## config.mk

```make
export PLATFORM = sky130hd
export DESIGN_NAME = twostage_clkdiv
export DESIGN_NICKNAME = d
export VERILOG_FILES = /design/src/rtl/tsd_pkg.sv /design/src/rtl/tsd_cfg_reg.sv /design/src/rtl/tsd_stage.sv /design/src/rtl/twostage_clkdiv.sv
export SDC_FILE = /design/constraint.sdc
export NUM_CORES = 1
export LEC_CHECK = 0
export BUFFER_PORTS_ARGS = -buffer_cell sky130_fd_sc_hd__buf_4
export CAP_MARGIN = 5
export CORE_MARGIN = 2
export CORE_UTILIZATION = 54
export CTS_BUF_LIST = sky130_fd_sc_hd__clkbuf_2 sky130_fd_sc_hd__clkbuf_4 sky130_fd_sc_hd__clkbuf_8
export CTS_CLUSTER_DIAMETER = 200
export CTS_CLUSTER_SIZE = 10
export DETAILED_ROUTE_END_ITERATION = 12
export HOLD_SLACK_MARGIN = 0.05
export MAX_ROUTING_LAYER = met4
export PLACE_DENSITY = 0.86
export SYNTH_ARGS = -nofsm -noshare
export SYNTH_HDL_FRONTEND = slang
export SYNTH_SLANG_ARGS = --single-unit
```

## constraint.sdc

```tcl
create_clock -name clk -period 3.55 [get_ports clk]
set_input_delay 0.71 -clock clk [delete_from_list [all_inputs] [get_ports clk]]
set_output_delay 0.71 -clock clk [all_outputs]
set_load 0.1 [all_outputs]
```

## src/rtl/tsd_pkg.sv

```systemverilog
`timescale 1ns/1ps
package tsd_pkg;
  localparam int REG_W        = 10;
  localparam int HS_STOP_BIT  = 9;
  localparam int FIN_STOP_BIT = 8;
  localparam int SRC_LSB      = 2;
  localparam int SRC_W        = 3;
  localparam int FIN_LSB      = 0;
  localparam int FIN_W        = 2;
  localparam int SRC_CODE_MAX = 4;
  localparam int FIN_CODE_MAX = 1;
  localparam int PRE_CNT_W    = SRC_CODE_MAX;
  localparam int POST_CNT_W   = 2;

  localparam logic [REG_W-1:0] RESET_VAL = 10'h301;

  typedef struct packed {
    logic             stop_hs;
    logic             stop_fin;
    logic [SRC_W-1:0] src;
    logic [FIN_W-1:0] fin;
  } cfg_t;

  // terminal count of the pre-divider: ratio 2**code, minus one
  function automatic logic [PRE_CNT_W-1:0] pre_limit(input logic [SRC_W-1:0] code);
    int r;
    r = (1 << code) - 1;
    return PRE_CNT_W'(r);
  endfunction

  // terminal count of the post-divider: code 0 -> /2, code 1 -> /4
  function automatic logic [POST_CNT_W-1:0] post_limit(input logic [FIN_W-1:0] code);
    return (code == '0) ? POST_CNT_W'(1) : POST_CNT_W'(3);
  endfunction
endpackage

```

## src/rtl/tsd_cfg_reg.sv

```systemverilog
`timescale 1ns/1ps
module tsd_cfg_reg
  import tsd_pkg::*;
(
  input  logic             clk,
  input  logic             rst_n,
  input  logic             wr_en,
  input  logic [REG_W-1:0] wr_data,
  output cfg_t             cfg,
  output logic [REG_W-1:0] rd_data,
  output logic             legal
);
  always_ff @(posedge clk) begin
    if (!rst_n) begin
      cfg.stop_hs  <= RESET_VAL[HS_STOP_BIT];
      cfg.stop_fin <= RESET_VAL[FIN_STOP_BIT];
      cfg.src      <= RESET_VAL[SRC_LSB +: SRC_W];
      cfg.fin      <= RESET_VAL[FIN_LSB +: FIN_W];
    end else if (wr_en) begin
      cfg.stop_hs  <= wr_data[HS_STOP_BIT];
      cfg.stop_fin <= wr_data[FIN_STOP_BIT];
      cfg.src      <= wr_data[SRC_LSB +: SRC_W];
      cfg.fin      <= wr_data[FIN_LSB +: FIN_W];
    end
  end

  always_comb begin
    rd_data                      = '0;
    rd_data[HS_STOP_BIT]         = cfg.stop_hs;
    rd_data[FIN_STOP_BIT]        = cfg.stop_fin;
    rd_data[SRC_LSB +: SRC_W]    = cfg.src;
    rd_data[FIN_LSB +: FIN_W]    = cfg.fin;
  end

  assign legal = (int'(cfg.src) <= SRC_CODE_MAX) && (int'(cfg.fin) <= FIN_CODE_MAX);
endmodule

```

## src/rtl/tsd_stage.sv

```systemverilog
`timescale 1ns/1ps
module tsd_stage #(
  parameter int CNT_W = 4
) (
  input  logic             clk,
  input  logic             rst_n,
  input  logic             clear,
  input  logic             tick_in,
  input  logic [CNT_W-1:0] limit,
  output logic             tick_out
);
  logic [CNT_W-1:0] cnt;

  always_ff @(posedge clk) begin
    if (!rst_n || clear)      cnt <= '0;
    else if (tick_in) begin
      if (cnt == limit)       cnt <= '0;
      else                    cnt <= cnt + 1'b1;
    end
  end

  assign tick_out = tick_in && !clear && (cnt == limit);
endmodule

```

## src/rtl/twostage_clkdiv.sv

```systemverilog
`timescale 1ns/1ps
module twostage_clkdiv
  import tsd_pkg::*;
(
  input  logic             clk,
  input  logic             rst_n,
  input  logic             wr_en,
  input  logic [REG_W-1:0] wr_data,
  output logic [REG_W-1:0] rd_data,
  output logic             hs_en,
  output logic             fin_en,
  output logic             cfg_err,
  output logic             active
);
  cfg_t cfg;
  logic legal, run, clr, hs_tick, fin_tick;

  tsd_cfg_reg u_cfg (
    .clk(clk), .rst_n(rst_n), .wr_en(wr_en), .wr_data(wr_data),
    .cfg(cfg), .rd_data(rd_data), .legal(legal)
  );

  assign run = legal && !(cfg.stop_hs && cfg.stop_fin);
  assign clr = !run || wr_en;

  tsd_stage #(.CNT_W(PRE_CNT_W)) u_pre (
    .clk(clk), .rst_n(rst_n), .clear(clr), .tick_in(run),
    .limit(pre_limit(cfg.src)), .tick_out(hs_tick)
  );

  tsd_stage #(.CNT_W(POST_CNT_W)) u_post (
    .clk(clk), .rst_n(rst_n), .clear(clr), .tick_in(hs_tick),
    .limit(post_limit(cfg.fin)), .tick_out(fin_tick)
  );

  always_ff @(posedge clk) begin
    if (!rst_n) begin
      hs_en  <= 1'b0;
      fin_en <= 1'b0;
    end else begin
      hs_en  <= hs_tick  && !cfg.stop_hs;
      fin_en <= fin_tick && !cfg.stop_fin;
    end
  end

  assign cfg_err = !legal;
  assign active  = !cfg.stop_hs && !cfg.stop_fin;
endmodule

```

# Word-level counts from Yosys, hierarchy flattened
# Index checks and enable logic that the tools add are counted.
# W data, S select, Z words.
[word_totals]
output_inout_bits = 14
elab_cells = 39
register_bits = 15
[op_classes]
eq_ne = 2
mux = 3
magnitude_cmp = 2
reduce_logical = 20
shift = 1
n_addsub = 3
[op_table]
columns = ["cell", "count"]
rows = [
  ["$logic_and A1 B1 Y1", 10],
  ["$logic_not A1 Y1", 7],
  ["$add A4 B1 Y4 const B", 1],
  ["$eq A4 B4 Y1", 1],
  ["$mux W2", 2],
  ["$mux W4", 1],
  ["$shl A1 B3 Y4 const A", 1],
  ["$sub A4 B2 Y4 const B", 1],
  ["$le A3 B3 Y1 const B", 1],
  ["$add A2 B1 Y2 const B", 1],
  ["$eq A2 B2 Y1", 1],
  ["$le A2 B1 Y1 const B", 1],
  ["$logic_not A2 Y1", 1],
  ["$logic_or A1 B1 Y1", 2],
]

# Longest topological paths before layout
# Gate-level depths: netlist of run 1.
[depth]
depth_word = 11
ltp_mapped = 7

# Cells and area by module
# A second synthesis of run 1 with hierarchy kept.
[unflattened]
cells_unflattened = 94
hier_area_um2 = 892.1
[by_module_without_submodules]
columns = ["mod", "seq_area_each_um2", "instances", "cells_per_inst", "area_per_inst_um2"]
rows = [
  ["tsd_cfg_reg", 140.1, 1, 35, 347.8],
  ["tsd_stage at u_pre", 80.1, 1, 25, 250.2],
  ["tsd_stage at u_post", 40.0, 1, 16, 150.1],
  ["twostage_clkdiv", 40.0, 1, 18, 143.9],
]

# Least setup slack after synthesis of run 1
# No wires, ideal clock.
[synth_timing]
path_type = "register to output"
start = "reg u_cfg.cfg[4] (netlist name)"
end = "out cfg_err"
stages_incl_launch_ff = 3
t_arrival_ns = 2.169
slack_ns = 0.671
path_buffers = 0
cell_sequence = "dfxtp_1 > o21ai_1 > nand2b_1"
[synth_between]
elab_chain_cells = 3
[synth_rtl]
columns = ["element", "line_no", "rtl"]
rows = [
  ["$le A3 B3 Y1", "tsd_cfg_reg.sv:35", "assign legal = (int'(cfg.src) <= SRC_CODE_MAX) && (int'(cfg.fin) <= FIN_CODE_MAX);"],
  ["$logic_and A1 B1 Y1", "tsd_cfg_reg.sv:35", ""],
  ["$logic_not A1 Y1", "twostage_clkdiv.sv:46", "assign cfg_err = !legal;"],
  ["to (decl)", "twostage_clkdiv.sv:12", "output logic cfg_err,"],
]
# No other way between the ends.

# Final worst setup path of run 1
[layout_timing]
start = "reg u_cfg.cfg[4] (netlist name)"
end = "reg u_post.cnt[0]"
[layout_between]
elab_chain_cells = 8
word_cells_on_any_way = 12
cone_classes = "1 x add/sub; 1 x order compare; 1 x eq/ne; 1 x shift; 8 x reduce/logical"
[layout_rtl]
columns = ["element", "line_no", "rtl"]
rows = [
  ["parallel branches: the longest is 8 deep, another holds $sub A4 B2 Y4", "-", ""],
  ["to (signal assigned)", "tsd_stage.sv:18", "else cnt <= cnt + 1'b1;"],
  ["to (decl)", "tsd_stage.sv:12", "logic [CNT_W-1:0] cnt;"],
]
# Parallel ways; which one is timed is not known.
# A chain may end at the register's enable or synchronous reset.

==> results of run 1 <==
-- through the flow --
step                      instance area, um^2  util, %  worst slack, ps  total power [uW]  hold slack, ps
after floorplan                           774        -              671               279             481
after global placement                    917     69.6             1290               299             489
after detailed placement                  917     69.6             1240               301             505
after CTS                                 945     71.7             1230               395             519
after global routing                      945     71.7             1120               407             543
final                                     945     71.7             1250               393             507
-- how the worst max path moves through the flow --
stage | from | end | slack (ps) | depth (start not counted)
final | u_cfg.cfg[4] | u_post.cnt[0] | 1250 | 6
after global routing | u_cfg.cfg[4] | u_post.cnt[0] | 1120 | 6
after CTS | u_cfg.cfg[4] | u_post.cnt[0] | 1230 | 6
after detailed placement | u_cfg.cfg[4] | u_post.cnt[0] | 1240 | 6
after global placement | u_cfg.cfg[4] | u_post.cnt[0] | 1290 | 6
after floorplan | u_cfg.cfg[4] | cfg_err | 670 | 2
-- Yosys cell counts (2+ instances only) --
library cell   n
buf_4          3
mux2i_1        8
mux2_4         2
xnor2_1        2
dfxtp_1       15
ha_1           2
nor2b_1        5
nand4b_1       3
xor2_1         4
nor3_1         5
nand2_1        5
nor2_1         7
inv_1          2
-- where the power goes --
| part | total (uW) | switching (uW) | internal (uW) |
|---|---|---|---|
| registers | 182 | 8.30 | 174 |
| logic | 114 | 80.5 | 33.6 |
| clock network | 97.3 | 55.5 | 41.8 |
| total | 393 | 144 | 249 |
-- per-layer routing --
metal  global-route usage [%]  share of wire, %
met3                     2.61               3.7
met5                        -                 0
met4                     5.81               1.4
met1                     20.5                45
met2                     27.8                50
-- logic make-up (layout without fill, tap and decap cells) --
family	after synthesis	after routing	synth area share [%]
flops	15	15	39.2
compound gates	4	4	4.08
simple gates	34	34	27.4
mux	10	10	14.4
buf+inv	6	26	4.40
other cells	1	3	0.489
xor+xnor	6	6	6.85
fa+ha+maj	2	2	3.26
-- state kept, by name, indices dropped and copies added, names as in the netlist --
| name | cells |
|---|---|
| fin_en | 1 |
| u_post.cnt | 2 |
| hs_en | 1 |
| u_pre.cnt | 4 |
| u_cfg.cfg | 7 |
-- critical path, stage by stage, from the launching register on --
cell and delay, ps:
dfxtp_1 400, or3_2 500, ha_1 210, xor2_1 240, mux2i_1 300, o21a_2 250, mux2_4 300
-- area by class of cell --
| cell class | count | area [um^2] |
|---|---|---|
| multi-input cells | 59 | 440 |
| fillers | 104 | 373 |
| flip-flops and latches | 15 | 300 |
| repair buffers | 20 | 150 |
| clock buffers | 3 | 22.5 |
| well taps | 15 | 18.8 |
| inverters | 2 | 7.51 |
| clock inverters | 1 | 5.00 |
==> results.json, run 1 <==
{
  "nets": 116,
  "vias": 605,
  "drcViolationCount": 0,
  "io_buffers": 20,
  "synthArstFlopShare_pct": 0,
  "dp_cells": 111,
  "drt-total-wl_um": 1340,
  "leakage_uw": 0.000440,
  "hp-class": "flop to flop",
  "firstDrtPassIters": 4,
  "period_share_pct": 64.7,
  "layout-drive-gt1-share_pct": 33.0,
  "whs_path_depth": 1,
  "period_minus_slack_ps": 2300,
  "h-tree-depth": 1,
  "criticalPathCategory": "flop to flop",
  "numCtsBuffers": 3,
  "max-cap-violations": 0,
  "skew_ps": 5.99,
  "cp-end-kind": "flop",
  "track_usage_pct": 16.7,
  "clk_pin_slew_ps": 90,
  "start_util_pct": 58.2,
  "fmax_mhz": 435,
  "reg2reg_slack_ps": 1250,
  "post_cts_buffers": 0,
  "start_kind": "flop",
  "syn_area_um2": 767,
  "drtIter0Drc": 5,
  "status": "completed",
  "hold-path-endpoint": "fin_en",
  "ant_nets": 0,
  "yosysUniqueCellTypes": 28,
  "insertion_delay_ps": 280,
  "dieArea_um2": 1740,
  "tns_ps": 0,
  "gp_congestion": 0.725,
  "syn_area_per_cell_um2": 9.83,
  "cp.required_ps": 3730,
  "synth_warnings": 0,
  "dpl.hpwl_um": 1070,
  "grt-ovfl-total": 0,
  "grt_first_pass_wirelength_um": 2210,
  "yosys-top-cells-area": "dfxtp_1, mux2i_1, xor2_1",
  "ff2ff_path_depth": 6,
  "core.rowCount": 13,
  "io_pins": 27,
  "yosysTopAreaCellShare_pct": 39.2,
  "fp.dieW_um": 41.7,
  "diodes": 0,
  "r2r_end": "u_post.cnt[0]",
  "hold_start": "u_cfg.cfg[5]",
  "synth_top_area_cell": "dfxtp_1",
  "yosys_register_bits": 15,
  "synth_edf_count": 0,
  "cts_tree": "built",
  "rsz0062_at_grt": "no",
  "final_common_cell": "buf_4",
  "cts.sinks": 15,
  "core_um2": 1320,
  "r2r-start": "u_cfg.cfg[4]",
  "worstPathMaxFanout": 9,
  "crit_arrival_ps": 2480,
  "cts_resized": 0,
  "areaGrowthSynthToFinish_pct": 23.2,
  "wl_per_cell_um": 11.6,
  "hold_viol_final": 0,
  "vdd_ir_drop_max_mv": 0.322,
  "final_cell_mix": "buf_4, dfxtp_1, mux2i_1",
  "die_h_um": 41.7,
  "hold_buffers": 0,
  "antenna_found_initial": 0,
  "seq_area_frac_synth_pct": 39.2,
  "clk_path_buf_depth": 2,
  "vias_per_cell": 5.26,
  "cellPowerDensity_nw_per_um2": 416,
  "first_global_vias": 520,
  "fin_cells": 115,
  "synth_cells": 78,
  "synth_ff_type": "dfxtp_1",
  "grt_max_degree": 11,
  "setup_viol": 0,
  "report.final.slew_viol_count": 0,
  "root_buffer": "clkbuf_4"
}
(Power assumes the default switching activity.)
==> run 2, diff against run 1 <==
CORE_UTILIZATION = 45   (was 54)
PLACE_DENSITY = 0.76   (was 0.86)
clock period = 2.1 ns   (was 3.55 ns; I/O delays follow)
==> results.json, run 2 (synthesis gave the netlist of run 1 again) <==
{
  "dieArea_um2": 2050,
  "cts_tree": "built",
  "start_util_pct": 49.2,
  "ant_nets": 0,
  "h-tree-depth": 1,
  "fp.dieW_um": 45.3,
  "largest_reg_flops": 7,
  "rsz0062_at_grt": "no",
  "die_h_um": 45.3,
  "start_kind": "flop",
  "cellPowerDensity_nw_per_um2": 688,
  "clk_path_buf_depth": 2,
  "cts.sinks": 15,
  "dpl.hpwl_um": 1110,
  "hold_start": "wr_data[0]",
  "first_global_vias": 549,
  "r2r-start": "u_cfg.cfg[3]",
  "period_share_pct": 94.0,
  "drtIter0Drc": 11,
  "cp-end-kind": "flop",
  "insertion_delay_ps": 290,
  "worstPathMaxFanout": 7,
  "post_cts_buffers": 0,
  "criticalPathCategory": "flop to flop",
  "track_usage_pct": 17.6,
  "clk_pin_slew_ps": 100,
  "crit_arrival_ps": 2160,
  "nets": 118,
  "final_common_cell": "buf_4",
  "layout-drive-gt1-share_pct": 41.2,
  "period_minus_slack_ps": 1970,
  "gp_congestion": 0.723,
  "firstDrtPassIters": 4,
  "hp-class": "primary input to flop",
  "skew_ps": 3.64,
  "antenna_found_initial": 0,
  "areaGrowthSynthToFinish_pct": 29.2,
  "core.rowCount": 14,
  "numCtsBuffers": 3,
  "io_buffers": 20,
  "wl_per_cell_um": 12.5,
  "nFillCells": 127,
  "max-cap-violations": 0,
  "vdd_ir_drop_max_mv": 0.385,
  "grt_first_pass_wirelength_um": 2440,
  "grt-ovfl-total": 0,
  "vias_per_cell": 5.21,
  "hold_buffers": 0,
  "vias": 615,
  "final_util_pct": 63.6,
  "final_cell_mix": "buf_4, dfxtp_1, mux2i_1",
  "setup_viol": 0,
  "dr.max_layer_used": "met4",
  "io_pins": 27,
  "cp.required_ps": 2290,
  "drcViolationCount": 0,
  "wl_met1_um": 683,
  "leakage_uw": 0.000451,
  "wl_met2_um": 683,
  "hold_viol_final": 0,
  "wl_met3_um": 69,
  "report.final.slew_viol_count": 0,
  "largest_register": "u_cfg.cfg",
  "fmax_mhz": 507,
  "status": "completed",
  "critPathLaunch": "u_cfg.cfg[3]",
  "grt_max_degree": 11,
  "fin_cells": 118,
  "core_um2": 1560,
  "cts_resized": 0,
  "diodes": 0,
  "dp_cells": 114,
  "reg_top3": "u_cfg.cfg x7, u_pre.cnt x4, u_post.cnt x2",
  "root_buffer": "clkbuf_4",
  "drt-total-wl_um": 1470
}
[run 2: final cells by class]
type                       instances  area, um^2  share of cell area [%]
tap                               16        20.0                    2.02
sequential                        15         312                    31.4
inverter                           2        7.51                   0.758
clock inverter                     1        5.00                   0.505
timing repair buffer              22         165                    16.7
clock buffer                       3        22.5                    2.27
multi-input combinational         59         459                    46.3
[run 2: final timing paths]
| path | to | slack [ps] | depth (start not counted) |
|---|---|---|---|
| hold / removal | u_cfg.cfg[0] | 340 | 3 |
| hold reg to reg | u_cfg.cfg[0] | 520 | 2 |
| setup reg to reg | u_post.cnt[0] | 130 | 6 |
| setup / recovery | u_post.cnt[0] | 130 | 6 |
[run 2: where the power goes]
group / internal (uW) / switching (uW) / total (uW)
clock: 70.8 / 98.9 / 170
sequential: 292 / 12.9 / 305
combinational: 64.9 / 142 / 207
total: 428 / 254 / 681
[run 2: critical path, cell delays in order (launching register included)]
cell and delay [ps]:
dfxtp_4 380, or3_4 360, ha_2 200, xor2_2 170, mux2i_1 280, o21a_2 200, mux2_4 290
[run 2: metrics by stage]
step	cell area, um^2	power (uW)	setup WS [ps]	setup TNS (ps)	hold WS (ps)
floorplan	805	476	-7.11	-7.11	481
global placement	963	515	148	0	484
detailed placement	963	519	136	0	503
CTS	991	685	121	0	343
global route	991	718	23.5	0	336
finish	991	681	127	0	344
[run 2: layer usage]
layer | vias to the layer above | track usage, %
met5 | - | -
met4 | 0 | 10.6
met3 | 4 | 3.60
met2 | 20 | 26.0
met1 | 279 | 21.9
li1 | 312 | -
==> run 3, diff against run 2 <==
CORE_MARGIN = 5   (was 2)
REMOVE_ABC_BUFFERS = 1   (was not set)
SETUP_SLACK_MARGIN = 0.4   (was not set)
==> results.json, run 3 (synthesis gave the netlist of run 1 again) <==
{
  "power_switching_uw": 257,
  "antenna_found_initial": 0,
  "drtIter0Drc": 4,
  "h-tree-depth": 1,
  "diodes": 0,
  "start_util_pct": 45.9,
  "skew_ps": 3.80,
  "period_share_pct": 90.3,
  "wl_per_cell_um": 13.5,
  "wl_met1_um": 764,
  "core.rowCount": 15,
  "whs_ps": 342,
  "slowest_delay_ps": 390,
  "hold_buffers": 0,
  "cts.sinks": 15,
  "dpl.hpwl_um": 1170,
  "drcViolationCount": 0,
  "clk_pin_slew_ps": 90,
  "insertion_delay_ps": 290,
  "largest_reg_flops": 7,
  "die_h_um": 51.3,
  "placed_area_um2": 957,
  "io_pins": 27,
  "firstDrtPassIters": 2,
  "track_usage_pct": 13.8,
  "grt_first_pass_wirelength_um": 2660,
  "largest_register": "u_cfg.cfg",
  "crit_slowest_cell": "or3_4",
  "layout-drive-gt1-share_pct": 45.9,
  "reg_top3": "u_cfg.cfg x7, u_pre.cnt x4, u_post.cnt x2",
  "final_common_cell": "buf_4",
  "first_global_vias": 639,
  "setup_viol": 0,
  "power.internal_uw": 462,
  "vias_per_cell": 5.15,
  "io_buffers": 20,
  "fmax_mhz": 528,
  "combPwrFrac_pct": 33.0,
  "numCtsBuffers": 3,
  "drt-total-wl_um": 1700,
  "nets": 125,
  "root_buffer": "clkbuf_4",
  "ant_nets": 0,
  "gp_congestion": 0.738,
  "p_clk_share_pct": 24.9,
  "dieArea_um2": 2630,
  "leakage_uw": 0.000490,
  "vdd_ir_drop_max_mv": 0.463,
  "cts_tree": "built",
  "worstPathMaxFanout": 2,
  "start_kind": "flop",
  "finalPower_uw": 719,
  "design_area_um2": 1090,
  "status": "completed",
  "core_um2": 1670,
  "criticalPathCategory": "flop to flop",
  "reg2reg_slack_ps": 200,
  "grt_max_degree": 11,
  "wl_met2_um": 826,
  "cellPowerDensity_nw_per_um2": 659,
  "max-cap-violations": 0,
  "period_minus_slack_ps": 1900,
  "fp.dieW_um": 51.3,
  "final_cell_mix": "buf_4, dfxtp_1, mux2i_1",
  "crit_arrival_ps": 2080,
  "p_sw_share_pct": 35.7,
  "wl_met3_um": 64,
  "rsz0062_at_grt": "yes",
  "dr.max_layer_used": "met4",
  "report.final.slew_viol_count": 0,
  "cp.required_ps": 2280,
  "cp-end-kind": "flop",
  "clk_path_buf_depth": 2,
  "path_cells": "or3_4, ha_4, xor2_4, mux2i_2, o211ai_2, mux2_4",
  "seqPwrFrac_pct": 42.1,
  "hold_viol_final": 0,
  "vias": 649,
  "hp-class": "primary input to flop",
  "grt-ovfl-total": 0,
  "areaGrowthSynthToFinish_pct": 42.3
}
run 3: area by class of cell:
cell class,instances,area (um^2)
clock buffer,4,30.0
fill,156,579
inverter,2,7.51
multi-input combinational,59,509
sequential,15,302
tap,17,21.3
timing repair buffer,29,221
run 3: per-layer routing:
| metal | up-vias | GRT usage (%) |
|---|---|---|
| met5 | - | - |
| met4 | 0 | 7.86 |
| met3 | 5 | 2.62 |
| met2 | 20 | 21.2 |
| met1 | 297 | 16.9 |
| li1 | 327 | - |
run 3: per-stage QoR:
step | worst slack, ps | std cells | util (%) | setup TNS (ps)
after floorplan | -524 | 76 | - | -3640
after global placement | 38.5 | 118 | 57.3 | 0
after detailed placement | -4.08 | 118 | 57.3 | -4.08
after CTS | 197 | 122 | 61.9 | 0
after global routing | 133 | 126 | 65.3 | 0
final | 205 | 126 | 65.3 | 0
run 3: worst max-delay path: cells and delay by family, from the launching register on:
kind / cells / cell delay, ps
xor+xnor: 1 / 150
fa+ha+maj: 1 / 180
simple gates: 1 / 390
compound gates: 1 / 260
flops: 1 / 320
mux: 2 / 490
run 3: path summary, 6_finish.rpt:
kind,to,from,cells after the start
worst max-delay path,u_post.cnt[1],u_cfg.cfg[2],6
worst min-delay path,u_cfg.cfg[6],wr_data[9],3
worst max register to register,u_post.cnt[1],u_cfg.cfg[2],6
worst min register to register,u_cfg.cfg[0],u_cfg.cfg[0],2
run 3: what timing repair did:
action                                  in CTS  in global routing
resized for setup                            9                  5
buffers inserted                             0                  4
pin swaps                                    5                  4
endpoints found under the setup margin       9                  9
run 3: power by group through the flow:
stage / logic (uW) / registers (uW) / clock network (uW)
floorplan: 96.1 / 369 / 0
global placement: 210 / 309 / 0
detailed placement: 212 / 309 / 0
CTS: 225 / 303 / 184
global route: 251 / 305 / 204
finish: 237 / 303 / 179
